**config.mk**
```make
export PLATFORM = sky130hd
export DESIGN_NAME = pwm_sync_update
export DESIGN_NICKNAME = d
export VERILOG_FILES = /design/src/rtl/pwm_sync_pkg.sv /design/src/rtl/pwm_sync_ctrl.sv /design/src/rtl/pwm_sync_dp.sv /design/src/rtl/pwm_sync_update.sv
export SDC_FILE = /design/constraint.sdc
export NUM_CORES = 1
export LEC_CHECK = 0
export ABC_AREA = 1
export ABC_CLOCK_PERIOD_IN_PS = 2100
export CORE_MARGIN = 2
export CORE_UTILIZATION = 52
export CTS_CLUSTER_SIZE = 25
export DETAILED_ROUTE_END_ITERATION = 6
export PLACE_DENSITY_LB_ADDON = 0.05
export RECOVER_POWER = 25
export SETUP_SLACK_MARGIN = 0.4
export SYNTH_ARGS = -nofsm -noshare
export SYNTH_HDL_FRONTEND = slang
export SYNTH_SLANG_ARGS = --single-unit
```
**constraint.sdc**
```tcl
create_clock -name clk -period 2.1 [get_ports clk]
set_clock_uncertainty 0.1 [all_clocks]
set_input_delay 0.21 -clock clk [delete_from_list [all_inputs] [get_ports clk]]
set_output_delay 0.21 -clock clk [all_outputs]
set_load 0.02 [all_outputs]
```
**src/rtl/pwm_sync_pkg.sv**
```systemverilog
package pwm_sync_pkg;
  localparam int ADDR_W = 3;
  localparam logic [ADDR_W-1:0] A_CFG  = 3'd0;
  localparam logic [ADDR_W-1:0] A_PER  = 3'd1;
  localparam logic [ADDR_W-1:0] A_DT   = 3'd2;
  localparam logic [ADDR_W-1:0] A_UPR  = 3'd3;
  localparam logic [ADDR_W-1:0] A_CTRL = 3'd4;
  localparam logic [ADDR_W-1:0] A_STAT = 3'd5;
  localparam logic [ADDR_W-1:0] A_MASK = 3'd6;

  localparam logic [1:0] MODE_AUTO = 2'd2;
  localparam int CFG_MODE_LSB = 0;
  localparam int CFG_TRIG_BIT = 2;
  localparam int CFG_SEL_LSB  = 4;
  localparam int CFG_EN_BIT   = 8;
  localparam int CFG_SYNC_LSB = 16;

  typedef struct packed {
    logic commitPerDt;
    logic commitAuto;
    logic dutyWr;
  } strobe_t;
endpackage

```
**src/rtl/pwm_sync_ctrl.sv**
```systemverilog
module pwm_sync_ctrl
  import pwm_sync_pkg::*;
#(
  parameter int NUM_CH  = 4,
  parameter int NUM_CMP = 2,
  parameter int UPR_W   = 4,
  localparam int SEL_W  = (NUM_CMP > 1) ? $clog2(NUM_CMP) : 1,
  localparam int IDX_W  = (NUM_CH > 1) ? $clog2(NUM_CH) : 1
) (
  input  logic              clk,
  input  logic              rstN,
  input  logic              periodStart,
  input  logic [NUM_CMP-1:0] cmpMatch,
  input  logic [1:0]        cfgMode,
  input  logic              cfgTrig,
  input  logic [SEL_W-1:0]  cfgSel,
  input  logic              cfgEn,
  input  logic [NUM_CH-1:0] cfgSync,
  input  logic [UPR_W-1:0]  actUpr,
  input  logic              unlockSet,
  input  logic              statusRead,
  input  logic              dmaValid,
  output strobe_t           strb,
  output logic [IDX_W-1:0]  dutyIdx,
  output logic              wrReady,
  output logic              unlockPend,
  output logic              readySticky,
  output logic [UPR_W-1:0]  upCnt
);
  logic autoOn, autoOnQ, enRise, periodDone, cmpHit, readySet, accept;
  logic [IDX_W-1:0] ptr, firstIdx, nextIdx;
  logic hasNext;

  assign autoOn     = cfgEn && (cfgMode == MODE_AUTO);
  assign enRise     = autoOn && !autoOnQ;
  assign periodDone = autoOn && !enRise && periodStart && (upCnt == actUpr);
  assign cmpHit     = cfgTrig ? cmpMatch[cfgSel] : periodDone;
  assign readySet   = (|cfgSync) && (enRise || (autoOn && cmpHit));
  assign accept     = dmaValid && wrReady;

  assign strb.commitPerDt = periodStart && unlockPend;
  assign strb.commitAuto  = periodDone;
  assign strb.dutyWr      = accept;
  assign dutyIdx          = ptr;

  always_comb begin
    firstIdx = '0;
    nextIdx  = '0;
    hasNext  = 1'b0;
    for (int i = NUM_CH - 1; i >= 0; i--) begin
      if (cfgSync[i]) firstIdx = IDX_W'(i);
      if (cfgSync[i] && (i > int'(ptr))) begin
        nextIdx = IDX_W'(i);
        hasNext = 1'b1;
      end
    end
  end

  always_ff @(posedge clk or negedge rstN) begin
    if (!rstN) begin
      autoOnQ <= 1'b0;
      upCnt   <= '0;
      wrReady <= 1'b0;
      ptr     <= '0;
    end else begin
      autoOnQ <= autoOn;
      if (!autoOn || enRise) upCnt <= '0;
      else if (periodStart) upCnt <= periodDone ? '0 : upCnt + 1'b1;

      if (!autoOn) begin
        wrReady <= 1'b0;
        ptr     <= '0;
      end else if (readySet) begin
        wrReady <= 1'b1;
        ptr     <= firstIdx;
      end else if (accept) begin
        if (hasNext) ptr <= nextIdx;
        else wrReady <= 1'b0;
      end
    end
  end

  always_ff @(posedge clk or negedge rstN) begin
    if (!rstN) begin
      unlockPend  <= 1'b0;
      readySticky <= 1'b0;
    end else begin
      if (unlockSet) unlockPend <= 1'b1;
      else if (periodStart) unlockPend <= 1'b0;
      if (readySet) readySticky <= 1'b1;
      else if (statusRead) readySticky <= 1'b0;
    end
  end
endmodule

```
**src/rtl/pwm_sync_dp.sv**
```systemverilog
module pwm_sync_dp
  import pwm_sync_pkg::*;
#(
  parameter int NUM_CH  = 4,
  parameter int NUM_CMP = 2,
  parameter int PER_W   = 16,
  parameter int DT_W    = 8,
  parameter int DUTY_W  = 16,
  parameter int UPR_W   = 4,
  localparam int SEL_W  = (NUM_CMP > 1) ? $clog2(NUM_CMP) : 1,
  localparam int IDX_W  = (NUM_CH > 1) ? $clog2(NUM_CH) : 1
) (
  input  logic                     clk,
  input  logic                     rstN,
  input  logic                     regWrEn,
  input  logic [ADDR_W-1:0]        regAddr,
  input  logic [31:0]              regWrData,
  output logic [31:0]              regRdData,
  input  strobe_t                  strb,
  input  logic [IDX_W-1:0]         dutyIdx,
  input  logic [DUTY_W-1:0]        dmaData,
  input  logic                     unlockPend,
  input  logic                     wrReady,
  input  logic                     readySticky,
  output logic [1:0]               cfgMode,
  output logic                     cfgTrig,
  output logic [SEL_W-1:0]         cfgSel,
  output logic                     cfgEn,
  output logic [NUM_CH-1:0]        cfgSync,
  output logic                     irqMask,
  output logic [UPR_W-1:0]         actUpr,
  output logic [PER_W-1:0]         actPeriod,
  output logic [DT_W-1:0]          actDeadTime,
  output logic [NUM_CH*DUTY_W-1:0] dutyOut
);
  logic [31:0]      cfgReg;
  logic [PER_W-1:0] stgPer;
  logic [DT_W-1:0]  stgDt;
  logic [UPR_W-1:0] stgUpr;

  assign cfgMode = cfgReg[CFG_MODE_LSB +: 2];
  assign cfgTrig = cfgReg[CFG_TRIG_BIT];
  assign cfgSel  = cfgReg[CFG_SEL_LSB +: SEL_W];
  assign cfgEn   = cfgReg[CFG_EN_BIT];
  assign cfgSync = cfgReg[CFG_SYNC_LSB +: NUM_CH];

  always_ff @(posedge clk or negedge rstN) begin
    if (!rstN) begin
      cfgReg <= '0; stgPer <= '0; stgDt <= '0; stgUpr <= '0; irqMask <= 1'b0;
      actPeriod <= '0; actDeadTime <= '0; actUpr <= '0;
    end else begin
      if (regWrEn) begin
        case (regAddr)
          A_CFG:   cfgReg  <= regWrData;
          A_PER:   stgPer  <= regWrData[PER_W-1:0];
          A_DT:    stgDt   <= regWrData[DT_W-1:0];
          A_UPR:   stgUpr  <= regWrData[UPR_W-1:0];
          A_MASK:  irqMask <= regWrData[0];
          default: ;
        endcase
      end
      if (strb.commitPerDt) begin
        actPeriod   <= stgPer;
        actDeadTime <= stgDt;
      end
      if (strb.commitAuto) actUpr <= stgUpr;
    end
  end

  for (genvar c = 0; c < NUM_CH; c++) begin : g_ch
    logic [DUTY_W-1:0] stgDuty, actDuty;
    always_ff @(posedge clk or negedge rstN) begin
      if (!rstN) begin
        stgDuty <= '0;
        actDuty <= '0;
      end else begin
        if (strb.dutyWr && (dutyIdx == IDX_W'(c))) stgDuty <= dmaData;
        if (strb.commitAuto) actDuty <= stgDuty;
      end
    end
    assign dutyOut[c*DUTY_W +: DUTY_W] = actDuty;
  end

  always_comb begin
    case (regAddr)
      A_CFG:   regRdData = cfgReg;
      A_PER:   regRdData = 32'(stgPer);
      A_DT:    regRdData = 32'(stgDt);
      A_UPR:   regRdData = 32'(stgUpr);
      A_CTRL:  regRdData = {31'b0, unlockPend};
      A_STAT:  regRdData = {30'b0, wrReady, readySticky};
      A_MASK:  regRdData = {31'b0, irqMask};
      default: regRdData = '0;
    endcase
  end
endmodule

```
**src/rtl/pwm_sync_update.sv**
```systemverilog
module pwm_sync_update
  import pwm_sync_pkg::*;
#(
  parameter int NUM_CH  = 4,
  parameter int NUM_CMP = 2,
  parameter int PER_W   = 16,
  parameter int DT_W    = 8,
  parameter int DUTY_W  = 16,
  parameter int UPR_W   = 4,
  localparam int SEL_W  = (NUM_CMP > 1) ? $clog2(NUM_CMP) : 1,
  localparam int IDX_W  = (NUM_CH > 1) ? $clog2(NUM_CH) : 1
) (
  input  logic                     clk,
  input  logic                     rstN,
  input  logic                     regWrEn,
  input  logic                     regRdEn,
  input  logic [2:0]               regAddr,
  input  logic [31:0]              regWrData,
  output logic [31:0]              regRdData,
  input  logic                     periodStart,
  input  logic [NUM_CMP-1:0]       cmpMatch,
  input  logic                     dmaValid,
  input  logic [DUTY_W-1:0]        dmaData,
  output logic                     dmaReady,
  output logic                     dmaReq,
  output logic                     irq,
  output logic [PER_W-1:0]         actPeriod,
  output logic [DT_W-1:0]          actDeadTime,
  output logic [NUM_CH*DUTY_W-1:0] dutyOut
);
  strobe_t           strb;
  logic [IDX_W-1:0]  dutyIdx;
  logic              wrReady, unlockPend, readySticky, irqMask;
  logic [1:0]        cfgMode;
  logic              cfgTrig, cfgEn;
  logic [SEL_W-1:0]  cfgSel;
  logic [NUM_CH-1:0] cfgSync;
  logic [UPR_W-1:0]  actUpr, upCnt;
  logic              unlockSet, statusRead;

  assign unlockSet  = regWrEn && (regAddr == A_CTRL) && regWrData[0];
  assign statusRead = regRdEn && (regAddr == A_STAT);
  assign dmaReady   = wrReady;
  assign dmaReq     = wrReady;
  assign irq        = readySticky && irqMask;

  pwm_sync_ctrl #(.NUM_CH(NUM_CH), .NUM_CMP(NUM_CMP), .UPR_W(UPR_W)) u_ctrl (
    .clk(clk), .rstN(rstN), .periodStart(periodStart), .cmpMatch(cmpMatch),
    .cfgMode(cfgMode), .cfgTrig(cfgTrig), .cfgSel(cfgSel), .cfgEn(cfgEn),
    .cfgSync(cfgSync), .actUpr(actUpr), .unlockSet(unlockSet),
    .statusRead(statusRead), .dmaValid(dmaValid), .strb(strb),
    .dutyIdx(dutyIdx), .wrReady(wrReady), .unlockPend(unlockPend),
    .readySticky(readySticky), .upCnt(upCnt)
  );

  pwm_sync_dp #(.NUM_CH(NUM_CH), .NUM_CMP(NUM_CMP), .PER_W(PER_W), .DT_W(DT_W),
                .DUTY_W(DUTY_W), .UPR_W(UPR_W)) u_dp (
    .clk(clk), .rstN(rstN), .regWrEn(regWrEn), .regAddr(regAddr),
    .regWrData(regWrData), .regRdData(regRdData), .strb(strb),
    .dutyIdx(dutyIdx), .dmaData(dmaData), .unlockPend(unlockPend),
    .wrReady(wrReady), .readySticky(readySticky), .cfgMode(cfgMode),
    .cfgTrig(cfgTrig), .cfgSel(cfgSel), .cfgEn(cfgEn), .cfgSync(cfgSync),
    .irqMask(irqMask), .actUpr(actUpr), .actPeriod(actPeriod),
    .actDeadTime(actDeadTime), .dutyOut(dutyOut)
  );
endmodule

```
Yosys cells after proc, flatten, opt, wreduce, memory -nomap -nowiden
Index checks and enable logic that the tools add are counted.

Output and inout port bits: 123. Bits of input ports: 59. Register bits after elaboration: 227. Logic and storage cells: 108.

Eq/ne operators: 14. Muxes and demuxes: 29. $lt $le $gt $ge: 4. Reductions and logical operators: 38. $add $sub $neg: 1.

Operators with widths (number): 32-bit one-hot mux with 7 select lines (1); 2-bit 2-to-1 mux (11); 1-bit logical AND (20); 1-bit 2-to-1 mux (14); 2-bit AND reduction (7); 4-bit 2-to-1 mux (3); 3-bit == test, second input constant (3); 3-bit inequality test, second input constant (3); 2-bit == test, second input constant (3); 3-bit by 2-bit == test with 1-bit output, second input constant (2); 2-bit nonzero test (3); 4-bit by 1-bit adder with 4-bit output, second input constant (1); 4-bit == test (1); 2-bit > comparator, first input constant (2); 4-bit OR reduction (1); 3-bit by 1-bit == test with 1-bit output, second input constant (1); 1-bit zero test (3); 3-bit zero test (1); 2-bit by 1-bit == test with 1-bit output, second input constant (1); 1-bit by 2-bit > comparator with 1-bit output, first input constant (1); 2-bit zero test (1); 1-bit logical OR (2); 1-bit by 2-bit less-than comparator with 1-bit output, second input constant (1).

Longest topological paths before layout
Gate-level depths: netlist (run 1).

Depth in word-level cells: 13. Mapped depth: 11. Depth with buffers taken out: 11.

Hierarchy
From an unflattened synthesis (run 1), not the netlist that was laid out.

Cells, all modules: 914. Area, all modules: 9511.6 µm².

Modules (own cells, without submodules): pwm_sync_dp (times used 1, sequential area each 5430.2 µm², area an instance 8779.7 µm², cells each 799); pwm_sync_ctrl (times used 1, sequential area each 250.2 µm², area an instance 685.7 µm², cells each 104); pwm_sync_update (times used 1, sequential area each 0.0 µm², area an instance 46.3 µm², cells each 11).

Worst setup path before layout (run 1)
No wires, ideal clock.

Path kind: input to output. Start point: input port regAddr[2]. End point: output port regRdData[10]. Buffers on the path: 2. Data arrival time: 1293 ps. Path slack: 497 ps. Cell stages on the path: 7. Required time: 1790 ps. Path through: buf_2 inv_2 nand2_1 inv_2 clkbuf_1 nand2_1 o21ai_0.

Longest elaborated chain between the ends: 2. Elaborated cells between the ends (all ways): 8. Those cells by class: 6 x eq/ne; 1 x mux; 1 x reduce/logical.

RTL lines: from (decl) (RTL line pwm_sync_update.sv:17) `input logic [2:0] regAddr,`; 3-bit == test, or another cell as far along (RTL line pwm_sync_dp.sv:85) `case (regAddr)`; 32-bit one-hot mux with 7 select lines (*) (RTL line pwm_sync_dp.sv:85); to (decl) (RTL line pwm_sync_update.sv:19) `output logic [31:0] regRdData,`.

Mark *: on every way between the ends. The rest lies on a longest branch, timed or not.

Worst setup path in the final report (run 1)
Start point: register u_dp.cfgReg[0]. End point: register u_dp.g_ch[0].actDuty[15].

Longest elaborated chain between the ends: 7.

RTL lines: from (decl) (RTL line pwm_sync_dp.sv:36) `logic [31:0] cfgReg;`; from (signal assigned) (RTL line pwm_sync_dp.sv:54) `A_CFG: cfgReg <= regWrData;`; 2-bit == test (*) (RTL line pwm_sync_ctrl.sv:34) `assign autoOn = cfgEn && (cfgMode == MODE_AUTO);`; 1-bit logical AND (*) (RTL line pwm_sync_ctrl.sv:34); 1-bit logical AND (RTL line pwm_sync_ctrl.sv:35) `assign enRise = autoOn && !autoOnQ;`; 1-bit zero test (RTL line pwm_sync_ctrl.sv:36) `assign periodDone = autoOn && !enRise && periodStart && (upCnt == actUpr);`; 1-bit logical AND (*) (3 in a row) (RTL line pwm_sync_ctrl.sv:36); to (signal assigned) (RTL line pwm_sync_dp.sv:78) `if (strb.commitAuto) actDuty <= stgDuty;`; to (decl) (RTL line pwm_sync_dp.sv:71) `logic [DUTY_W-1:0] stgDuty, actDuty;`.

Marks and branches as above. A chain may end at the register's enable or synchronous reset.

==> summary.md, run 1 <==
| Metric | Value |
|---|---|
| Outcome | finished clean |
| Setup TNS | 0 ns |
| Worst endpoint required time | 2.39 ns |
| Post-synthesis sequential area ratio | approximately 62% |
| Setup crit end kind | flip-flop |
| Initial DRC count | about 440 |
| PwrDens | around 900 mW/mm^2 |
| Critical-path maximum fanout | 6 |
| Max_slew headroom | between 20% and 30% |
| Gpl congestion | between 0.8 and 0.9 |
| Nets | around 1200 |
| DP HPWL | approximately 15000 um |
| Unique masters post-synth | 29 |
| Asr flop ratio synth | between 90% and 100% |
| CTS max path bufs | 3 |
| Pleak | 0.00691 uW |
| Util after Layout | between 70% and 80% |
| Vias in the first global route | roughly 7000 |
| Worst r2r src | u_dp.cfgReg[0] |
| Detailed Route WL | roughly 24000 um |
| Unrepaired setup endpoints after global routing | yes |
| Ys flop type | dfrtp_1 |
| HP Class | input pin to flip-flop |
| Pin count of the biggest net entering global routing | 53 |
| Setup crit start | u_dp.cfgReg[0] |
| Setup crit start kind | flip-flop |
| Hold Slack | approximately 0.09 ns |
| # DRC | 0 |
| Die width | ~140 um |
| YS warnings | 0 |
| Final hold vios | 0 |
| Clock sinks | roughly 230 |
| Die area | 0.0188 mm^2 |
| First-pass DRT Iterations | 5 |
| Synth Instances | 908 |
| Core area | about 0.017 mm^2 |
| Tot GR Track Use | 24.1% |
| Via Count | 7228 |
| Max-cap violations | 0 |
| WL/cell | 16.9 um |
| Category of the critical setup timing path | flip-flop to flip-flop |
| Initial core utilization | roughly 53% |
| Clock Tree Root | clkbuf_16 |
| CTS tree | yes |
| Layout cells sized above 1 | 23.7% |
| Std cell rows | 48 |
| Worst-path clk slew | 0.06 ns |
| # setup viols final | 0 |
| Syn Std Cell Area | between 0.009 and 0.01 mm^2 |
| First-pass GRT wire length | about 36000 um |
| Number of synthesized flops with an enable pin | 0 |
| DR vias/cell | slightly above 5 |
| VDD IR max | 0.800 mV |
| Worst-skew pair later-pin latency | around 0.5 ns |
| Slew Viols, Final | 0 |
| Diode count | 0 |
| Die H | between 100 and 150 um |
| Grt total ovfl | 0 |
| Total CTS buffers | 24 |
| Antenna Violating Nets Remaining | 0 |
| Worst slew pin tran | 1.08 ns |
| Mean Syn Cell Area | slightly above 10 um^2 |
| #FFs+latches synth | about 230 |
| CTS H-tree depth | 1 |
| Synth-to-Final Area Change | 40.6% |
| Ports | ~180 |
| Initial antenna violation count | 0 |
| Syn Nets | just under 1000 |
| Post-route clock period utilization | between 90% and 100% |
| Commonest non-fill, non-tap cell in the layout | dfrtp_1 |
| Port buffer count | 181 |
| Min cycle time layout | between 1.5 and 2 ns |
| F_max | 520 MHz |
| Hold Crit Start | regAddr[0] |
| Most frequent cells in the layout | 226 x dfrtp_1, 179 x nand2_1, 143 x o21ai_0 |
| WP data arrival | ~2.2 ns |
[cell type report]
type	instances	area, um^2
Tap cell	225	282
Sequential cell	227	5680
Clock inverter	13	204
Fill cell	1199	4340
Timing Repair Buffer	258	2530
Multi-Input combinational cell	529	3150
Clock buffer	31	688
Inverter	113	427
[routing by layer]
layer	up-vias	GRT usage, %	wire length (um)
met5	-	0	0
met4	0	5.56	406
met3	35	4.89	1580
met2	252	39.7	11700
met1	3510	33.2	9950
li1	3431	-	-
[flip-flops by register name, indices dropped and copies added, names as in the netlist]
register            flops
u_dp.stgDt              8
u_dp.irqMask            1
u_dp.actUpr             4
u_dp.g_ch.actDuty      64
u_ctrl.upCnt            4
u_dp.actDeadTime        8
u_dp.cfgReg            32
u_ctrl.unlockPend       1
u_dp.actPeriod         16
u_dp.stgUpr             4
u_ctrl.wrReady          1
u_ctrl.autoOnQ          1
u_ctrl.dutyIdx          2
u_dp.g_ch.stgDuty      64
u_ctrl.readySticky      1
u_dp.stgPer            16
[critical path, cell delays in order (launching register included)]
cell	delay, ns
dfrtp_1	0.39
inv_2	0.06
nand4_1	0.18
nor2_4	0.19
nand3_4	0.15
buf_6	0.16
buf_12	0.12
clkbuf_16	0.16
mux2_4	0.29
[worst paths after layout]
kind	endpoint	slack [ns]	cells past startpoint
min in group asynchronous	u_dp.g_ch[3].actDuty[8]	0.35	2
max in group asynchronous	u_dp.g_ch[1].actDuty[4]	0.59	3
worst max register to register	u_dp.g_ch[0].actDuty[15]	0.18	8
worst min-delay path	u_ctrl.unlockPend	0.09	5
worst max-delay path	u_dp.g_ch[0].actDuty[15]	0.18	8
worst min register to register	u_dp.actPeriod[13]	0.38	2
[synth_stat cells, types with 5 or more instances]
cell type  instances  area [um^2]
a21oi_1           21          105
buf_2              8         40.0
buf_6              5         56.3
clkbuf_1          26         97.6
dfrtp_1          227         5680
inv_1            109          409
mux2_4            48          721
nand2_1          202          758
nand3_1           17         85.1
nor2_1            42          158
o21ai_0          148          741
o21ai_1           19         95.1
[stage by stage]
| step | cell area [um^2] | total power, uW | worst slack, ns | cells |
|---|---|---|---|---|
| global placement | 11500 | 6950 | -0.347 | 1306 |
| floorplan | 9220 | 6120 | 0.497 | 908 |
| finish | 13000 | 11600 | 0.177 | 1396 |
| detailed placement | 11500 | 6990 | -0.423 | 1306 |
| global route | 13000 | 12100 | 0.0986 | 1396 |
| CTS | 12500 | 11600 | 0.219 | 1374 |
[report_power, final]
group | internal, uW | total (uW) | switching [uW]
registers | 4940 | 5290 | 349
logic | 684 | 1660 | 972
clock network | 2940 | 4680 | 1750
total | 8560 | 11600 | 3070
[what timing repair did]
item                                    in CTS  in global routing
hold buffers                                 1                  0
gates cloned                                 5                  4
endpoints found under the hold margin      227                  0
endpoints found under the setup margin     172                105
pin swaps                                    9                 16
buffers inserted                            18                 18
gates resized for setup                    260                 87
[kinds of logic after synthesis]
logic type | count (synthesis) | share of synthesized area, %
adders and majority gates | 1 | 0.136
xor gates and xnor gates | 3 | 0.285
buffers and inverters | 153 | 6.79
and+or+nand+nor | 270 | 11.5
muxes | 51 | 8.19
DFF | 227 | 61.6
AOI/OAI and AO/OA | 203 | 11.5
No activity file was read; power rests on OpenSTA's default activity.
==> run 2: changes to the inputs <==
--- a/config.mk
+++ b/config.mk
@@ -8,11 +8,11 @@
 export ABC_AREA = 1
 export ABC_CLOCK_PERIOD_IN_PS = 2100
 export CORE_MARGIN = 2
-export CORE_UTILIZATION = 52
+export CORE_UTILIZATION = 30
 export CTS_CLUSTER_SIZE = 25
 export DETAILED_ROUTE_END_ITERATION = 6
+export MAX_ROUTING_LAYER = met4
 export PLACE_DENSITY_LB_ADDON = 0.05
-export RECOVER_POWER = 25
 export SETUP_SLACK_MARGIN = 0.4
 export SYNTH_ARGS = -nofsm -noshare
 export SYNTH_HDL_FRONTEND = slang
==> run 2 against run 1 <==
Compared with the run above: utilization fell by 31 points; global-route usage fell by 7.2 points; cell area increased by 2.8%; maximum frequency fell by 4.7%; clock power shrank 3%; combinational power up 3%; setup slack lost 0.095 ns; total power shrank 1.0%.
==> summary.md, run 2 (synthesized netlist as in run 1, its figures left out) <==
| Metric | Value |
|---|---|
| HP Class | input pin to flip-flop |
| WL/cell | between 15 and 20 um |
| # DRC | 0 |
| Clock Tree Root | clkbuf_16 |
| DR vias/cell | 4.42 |
| CTS max path bufs | 3 |
| Fillers | 2966 |
| Vias in the first global route | between 7000 and 8000 |
| Area of the multi-input gates | 0.00315 mm^2 |
| Grt total ovfl | 0 |
| WP data arrival | 2.33 ns |
| Routed met2 length | ~12000 um |
| Antenna Violating Nets Remaining | 0 |
| Category of the critical setup timing path | flip-flop to flip-flop |
| Commonest non-fill, non-tap cell in the layout | dfrtp_1 |
| Uppermost layer routed | met4 |
| Detailed Route WL | about 26000 um |
| FF-to-FF setup slack | just over 0.08 ns |
| Routed wl met3 | around 1700 um |
| F_max | 495 MHz |
| Largest registers | u_dp.g_ch.actDuty x64, u_dp.g_ch.stgDuty x64, u_dp.cfgReg x32 |
| Worst endpoint required time | between 2 and 2.5 ns |
| Hold Slack | roughly 0.085 ns |
| Post-route clock period utilization | 96.1% |
| DP HPWL | between 15000 and 20000 um |
| Finished Layout Cells | between 1500 and 2000 |
| Slew Viols, Final | 0 |
| Min cycle time layout | about 2.0 ns |
| Worst-path clk slew | ~0.06 ns |
| Initial core utilization | approximately 30% |
| DP Worst Slack | -0.302 ns |
| Die H | 179 um |
| Clock sinks | about 230 |
| Final worst setup slack | ~0.081 ns |
| Pin count of the biggest net entering global routing | 59 |
| WL met1 | 11900 um |
| Nets | ~1200 |
| Initial DRC count | between 400 and 500 |
| Outcome | finished clean |
| Ports | ~180 |
| Total CTS buffers | 26 |
| Layout cells sized above 1 | about a quarter |
| VDD IR max | about 0.53 mV |
| Final hold vios | 0 |
| Die area | approximately 0.032 mm^2 |
| # setup viols final | 0 |
| Tot GR Track Use | 17.0% |
| Setup crit start kind | flip-flop |
| Worst slew pin tran | roughly 0.48 ns |
| Placed cell area | ~0.012 mm^2 |
| Pleak | 0.00701 uW |
| Worst-skew pair later-pin latency | 0.52 ns |
| Max_slew headroom | between 60% and 70% |
| PwrDens | 865 mW/mm^2 |
| CTS H-tree depth | 1 |
| Synth-to-Final Area Change | 44.5% |
| Std cell rows | 64 |
| Sequential cell area | about 0.0057 mm^2 |
| Most frequent cells in the layout | 227 x dfrtp_1, 178 x nand2_1, 143 x o21ai_0 |
| Port buffer count | around 180 |
| First-pass DRT Iterations | 5 |
| CTS tree | yes |
| Max-cap violations | 0 |
| Setup crit end kind | flip-flop |
| Via Count | around 7000 |
| Critical-path maximum fanout | 6 |
| Final Instance Area | approximately 0.013 mm^2 |
| Initial antenna violation count | 2 |
| Die width | roughly 180 um |
| Gpl congestion | slightly above 0.8 |
| Unrepaired setup endpoints after global routing | yes |
| First-pass GRT wire length | a little over 40000 um |
| Core area | 0.0304 mm^2 |
| Placed insts | 1479 |
==> run 2: metrics by stage <==
stage | utilization (%) | power (uW) | TNS [ns]
2_1_floorplan | - | 6120 | 0
3_3_place_gp | 38.5 | 7040 | -6.63
3_5_place_dp | 38.5 | 7040 | -7.06
4_1_cts | 42.8 | 11600 | 0
5_1_grt | 43.8 | 12200 | 0
6_report | 43.8 | 11500 | 0
==> run 2: layout make-up <==
cell class,count,area share (%)
flip-flops and latches,227,42.7
multi-input cells,529,23.7
repair buffers,270,20.3
clock buffers,41,6.07
well taps,396,3.72
inverters,113,3.20
clock inverters,5,0.376
diodes,2,0.0376
==> run 2: final timing paths <==
check / from / end / cells after the start
worst min register to register: u_dp.actDeadTime[6] / u_dp.actDeadTime[6] / 2
worst max-delay path: u_dp.cfgReg[0] / u_dp.g_ch[1].actDuty[10] / 8
max in group asynchronous: rstN / u_dp.g_ch[0].stgDuty[5] / 3
min in group asynchronous: rstN / u_dp.g_ch[3].stgDuty[10] / 2
worst max register to register: u_dp.cfgReg[0] / u_dp.g_ch[1].actDuty[10] / 8
worst min-delay path: regAddr[0] / u_ctrl.unlockPend / 4
==> run 2: power breakdown <==
group,internal [uW],switching [uW],leakage [uW],total (uW)
clock,2740,1800,0.000427,4540
sequential,4940,321,0.00292,5260
combinational,727,980,0.00366,1710
total,8410,3100,0.00701,11500
==> run 2: what timing repair did <==
action / CTS / global route
gates resized for setup: 273 / 84
hold buffers: 1 / 0
gates cloned: 7 / 1
endpoints found under the hold margin: 166 / 0
endpoints found under the setup margin: 173 / 104
pin swaps: 8 / 12
buffers inserted: 35 / 12
==> run 2: worst max-delay path: stages, from the launching register on <==
cell     delay (ns)
dfrtp_1        0.42
inv_2          0.07
nand4_1        0.19
nor2_4         0.19
buf_6          0.12
nand3_4        0.19
buf_12         0.20
buf_16         0.13
mux2_4         0.29
==> run 2: metal layers <==
layer	up-vias	GRT usage, %
met4	0	3.93
met2	172	26.5
li1	3453	-
met3	32	3.99
met1	3336	22.4
met5	-	-
==> run 3: changes to the inputs <==
--- a/config.mk
+++ b/config.mk
@@ -6,7 +6,7 @@
 export NUM_CORES = 1
 export LEC_CHECK = 0
 export ABC_AREA = 1
-export ABC_CLOCK_PERIOD_IN_PS = 2100
+export ABC_CLOCK_PERIOD_IN_PS = 2000
 export CORE_MARGIN = 2
 export CORE_UTILIZATION = 30
 export CTS_CLUSTER_SIZE = 25
@@ -14,6 +14,7 @@
 export MAX_ROUTING_LAYER = met4
 export PLACE_DENSITY_LB_ADDON = 0.05
 export SETUP_SLACK_MARGIN = 0.4
+export SLEW_MARGIN = 0
 export SYNTH_ARGS = -nofsm -noshare
 export SYNTH_HDL_FRONTEND = slang
 export SYNTH_SLANG_ARGS = --single-unit
==> constraint.sdc (replaced) <==
create_clock -name clk -period 2 [get_ports clk]
set_clock_uncertainty 0.1 [all_clocks]
set_input_delay 0.2 -clock clk [delete_from_list [all_inputs] [get_ports clk]]
set_output_delay 0.2 -clock clk [all_outputs]
set_load 0.02 [all_outputs]
==> run 3 against run 2 <==
Compared with the run above: critical path depth did not move; setup slack got worse by 0.030 ns; via count rose by 4.3%; largest cell class unchanged.
==> summary.md, run 3 (synthesized netlist as in run 1, its figures left out) <==
| Metric | Value |
|---|---|
| HP Class | input pin to flip-flop |
| PwrDens | 859 mW/mm^2 |
| Fillers | 2887 |
| Buf/Inv on CP | 4 |
| Detailed Route WL | around 29000 um |
| Total CTS buffers | 27 |
| Nets | 1261 |
| Max-cap violations | 0 |
| Core area | ~0.030 mm^2 |
| DR vias/cell | roughly 4.5 |
| Clock Tree Root | clkbuf_16 |
| Initial antenna violation count | 1 |
| VDD IR max | approximately 0.53 mV |
| Antenna Violating Nets Remaining | 0 |
| Ordered list of cells on the worst path | inv_2, nand4_1, nor2_2, nand3_4, buf_12, buf_12, buf_12, mux2_4 |
| Min cycle time layout | 1.95 ns |
| Clock sinks | around 230 |
| Die area | around 0.032 mm^2 |
| Ports | roughly 180 |
| DP HPWL | ~18000 um |
| F_max | between 500 and 600 MHz |
| Util after Layout | 48.0% |
| Tot GR Track Use | 17.1% |
| CTS H-tree depth | 1 |
| Sequential cell area | between 0.005 and 0.006 mm^2 |
| Most frequent cells in the layout | 225 x dfrtp_1, 110 x nand2_1, 89 x inv_1 |
| Placed cell area | 0.0118 mm^2 |
| Worst slew pin tran | 0.573 ns |
| Via Count | ~7300 |
| Setup crit start kind | flip-flop |
| Largest registers | u_dp.g_ch.actDuty x64, u_dp.g_ch.stgDuty x64, u_dp.cfgReg x32 |
| Synth-to-Final Area Change | 58.5% |
| CTS tree | yes |
| Std cell rows | 64 |
| Post-route clock period utilization | ~97% |
| Worst endpoint required time | roughly 2.3 ns |
| Worst-path clk slew | 0.07 ns |
| Slowest CP cell | dfrtp_1 |
| Vias in the first global route | just over 7000 |
| Worst path max stage delay | between 0.4 and 0.5 ns |
| Final Instance Area | 0.0146 mm^2 |
| Total power | about 13000 uW |
| WP data arrival | roughly 2.3 ns |
| Die H | about 180 um |
| Commonest non-fill, non-tap cell in the layout | dfrtp_1 |
| WL/cell | 17.8 um |
| Max_slew headroom | about three fifths |
| Die width | 179 um |
| CP most frequent cell | buf_12 |
| CTS max path bufs | 3 |
| Gpl congestion | 0.793 |
| Unrepaired setup endpoints after global routing | yes |
| Area of the multi-input gates | 0.00382 mm^2 |
| CP delay by family, top | buffers and inverters |
| Initial core utilization | between 30 and 40% |
| First-pass DRT Iterations | 4 |
| Outcome | finished clean |
| Setup crit end kind | flip-flop |
| Critical-path maximum fanout | 8 |
| # DRC | 0 |
| Pleak | roughly 0.0075 uW |
| First-pass GRT wire length | about 40000 um |
| Slew Viols, Final | 0 |
| Initial DRC count | roughly 390 |
| Layout cells sized above 1 | 38.0% |
| Final hold vios | 0 |
| Worst-skew pair later-pin latency | between 0.5 and 0.6 ns |
| # setup viols final | 0 |
| Port buffer count | between 150 and 200 |
| Pin count of the biggest net entering global routing | 64 |
| Grt total ovfl | 0 |
| Category of the critical setup timing path | flip-flop to flip-flop |
[run 3: final cells by class]
| class | instances | area share [%] |
|---|---|---|
| antenna | 1 | 0.0171 |
| sequential | 227 | 38.9 |
| clock buffer | 44 | 5.61 |
| clock inverter | 4 | 0.137 |
| tap | 396 | 3.39 |
| inverter | 113 | 3.02 |
| multi-input combinational | 528 | 26.2 |
| timing repair buffer | 304 | 22.7 |
[run 3: power by group]
group	total, uW	switching [uW]	internal (uW)
registers	5620	430	5190
logic	2250	1200	1050
clock network	4670	1900	2770
[run 3: path summary, 6_finish.rpt]
kind	endpoint	from	slack, ns	cells after the start
max in group asynchronous	u_dp.g_ch[3].actDuty[0]	rstN	0.98	3
setup / recovery	u_dp.g_ch[1].actDuty[11]	u_dp.cfgReg[0]	0.05	8
hold / removal	u_ctrl.unlockPend	regAddr[1]	0.06	5
setup reg to reg	u_dp.g_ch[1].actDuty[11]	u_dp.cfgReg[0]	0.05	8
hold reg to reg	u_dp.actDeadTime[7]	u_dp.actDeadTime[7]	0.38	2
min in group asynchronous	u_dp.g_ch[3].actDuty[8]	rstN	0.10	2
[run 3: worst reg2reg max path, cell delays in order, from the launching register on]
cell	delay [ns]
dfrtp_1	0.42
inv_2	0.08
nand4_1	0.14
nor2_2	0.21
nand3_4	0.13
buf_12	0.18
buf_12	0.12
buf_12	0.14
mux2_4	0.29
[run 3: timing repair]
| action | in CTS | in global routing |
|---|---|---|
| hold buffers | 1 | 0 |
| buffers inserted | 43 | 20 |
| resized for setup | 359 | 340 |
| endpoints found under the setup margin | 195 | 172 |
| hold endpoints to repair | 137 | 0 |
| pin swaps | 20 | 26 |
| cloned | 8 | 12 |
[run 3: per-stage QoR]
stage                     hold WS [ns]  std cells  TNS (ns)  setup slack [ns]
final                           0.0632       1617         0            0.0516
after global routing            0.0590       1617   -0.0172          -0.00886
after CTS                       0.0163       1584         0            0.0472
after detailed placement         0.107       1484    -11.36            -0.391
after global placement           0.103       1484     -9.67            -0.394
after floorplan                 -0.196        908         0             0.407
[run 3: layer usage]
layer	global-route usage, %	up-vias	part of all wire, %
li1	-	3535	-
met1	22.6	3561	46
met2	27.3	167	48
met3	3.37	33	5.1
met4	3.73	0	1.6
met5	-	-	0
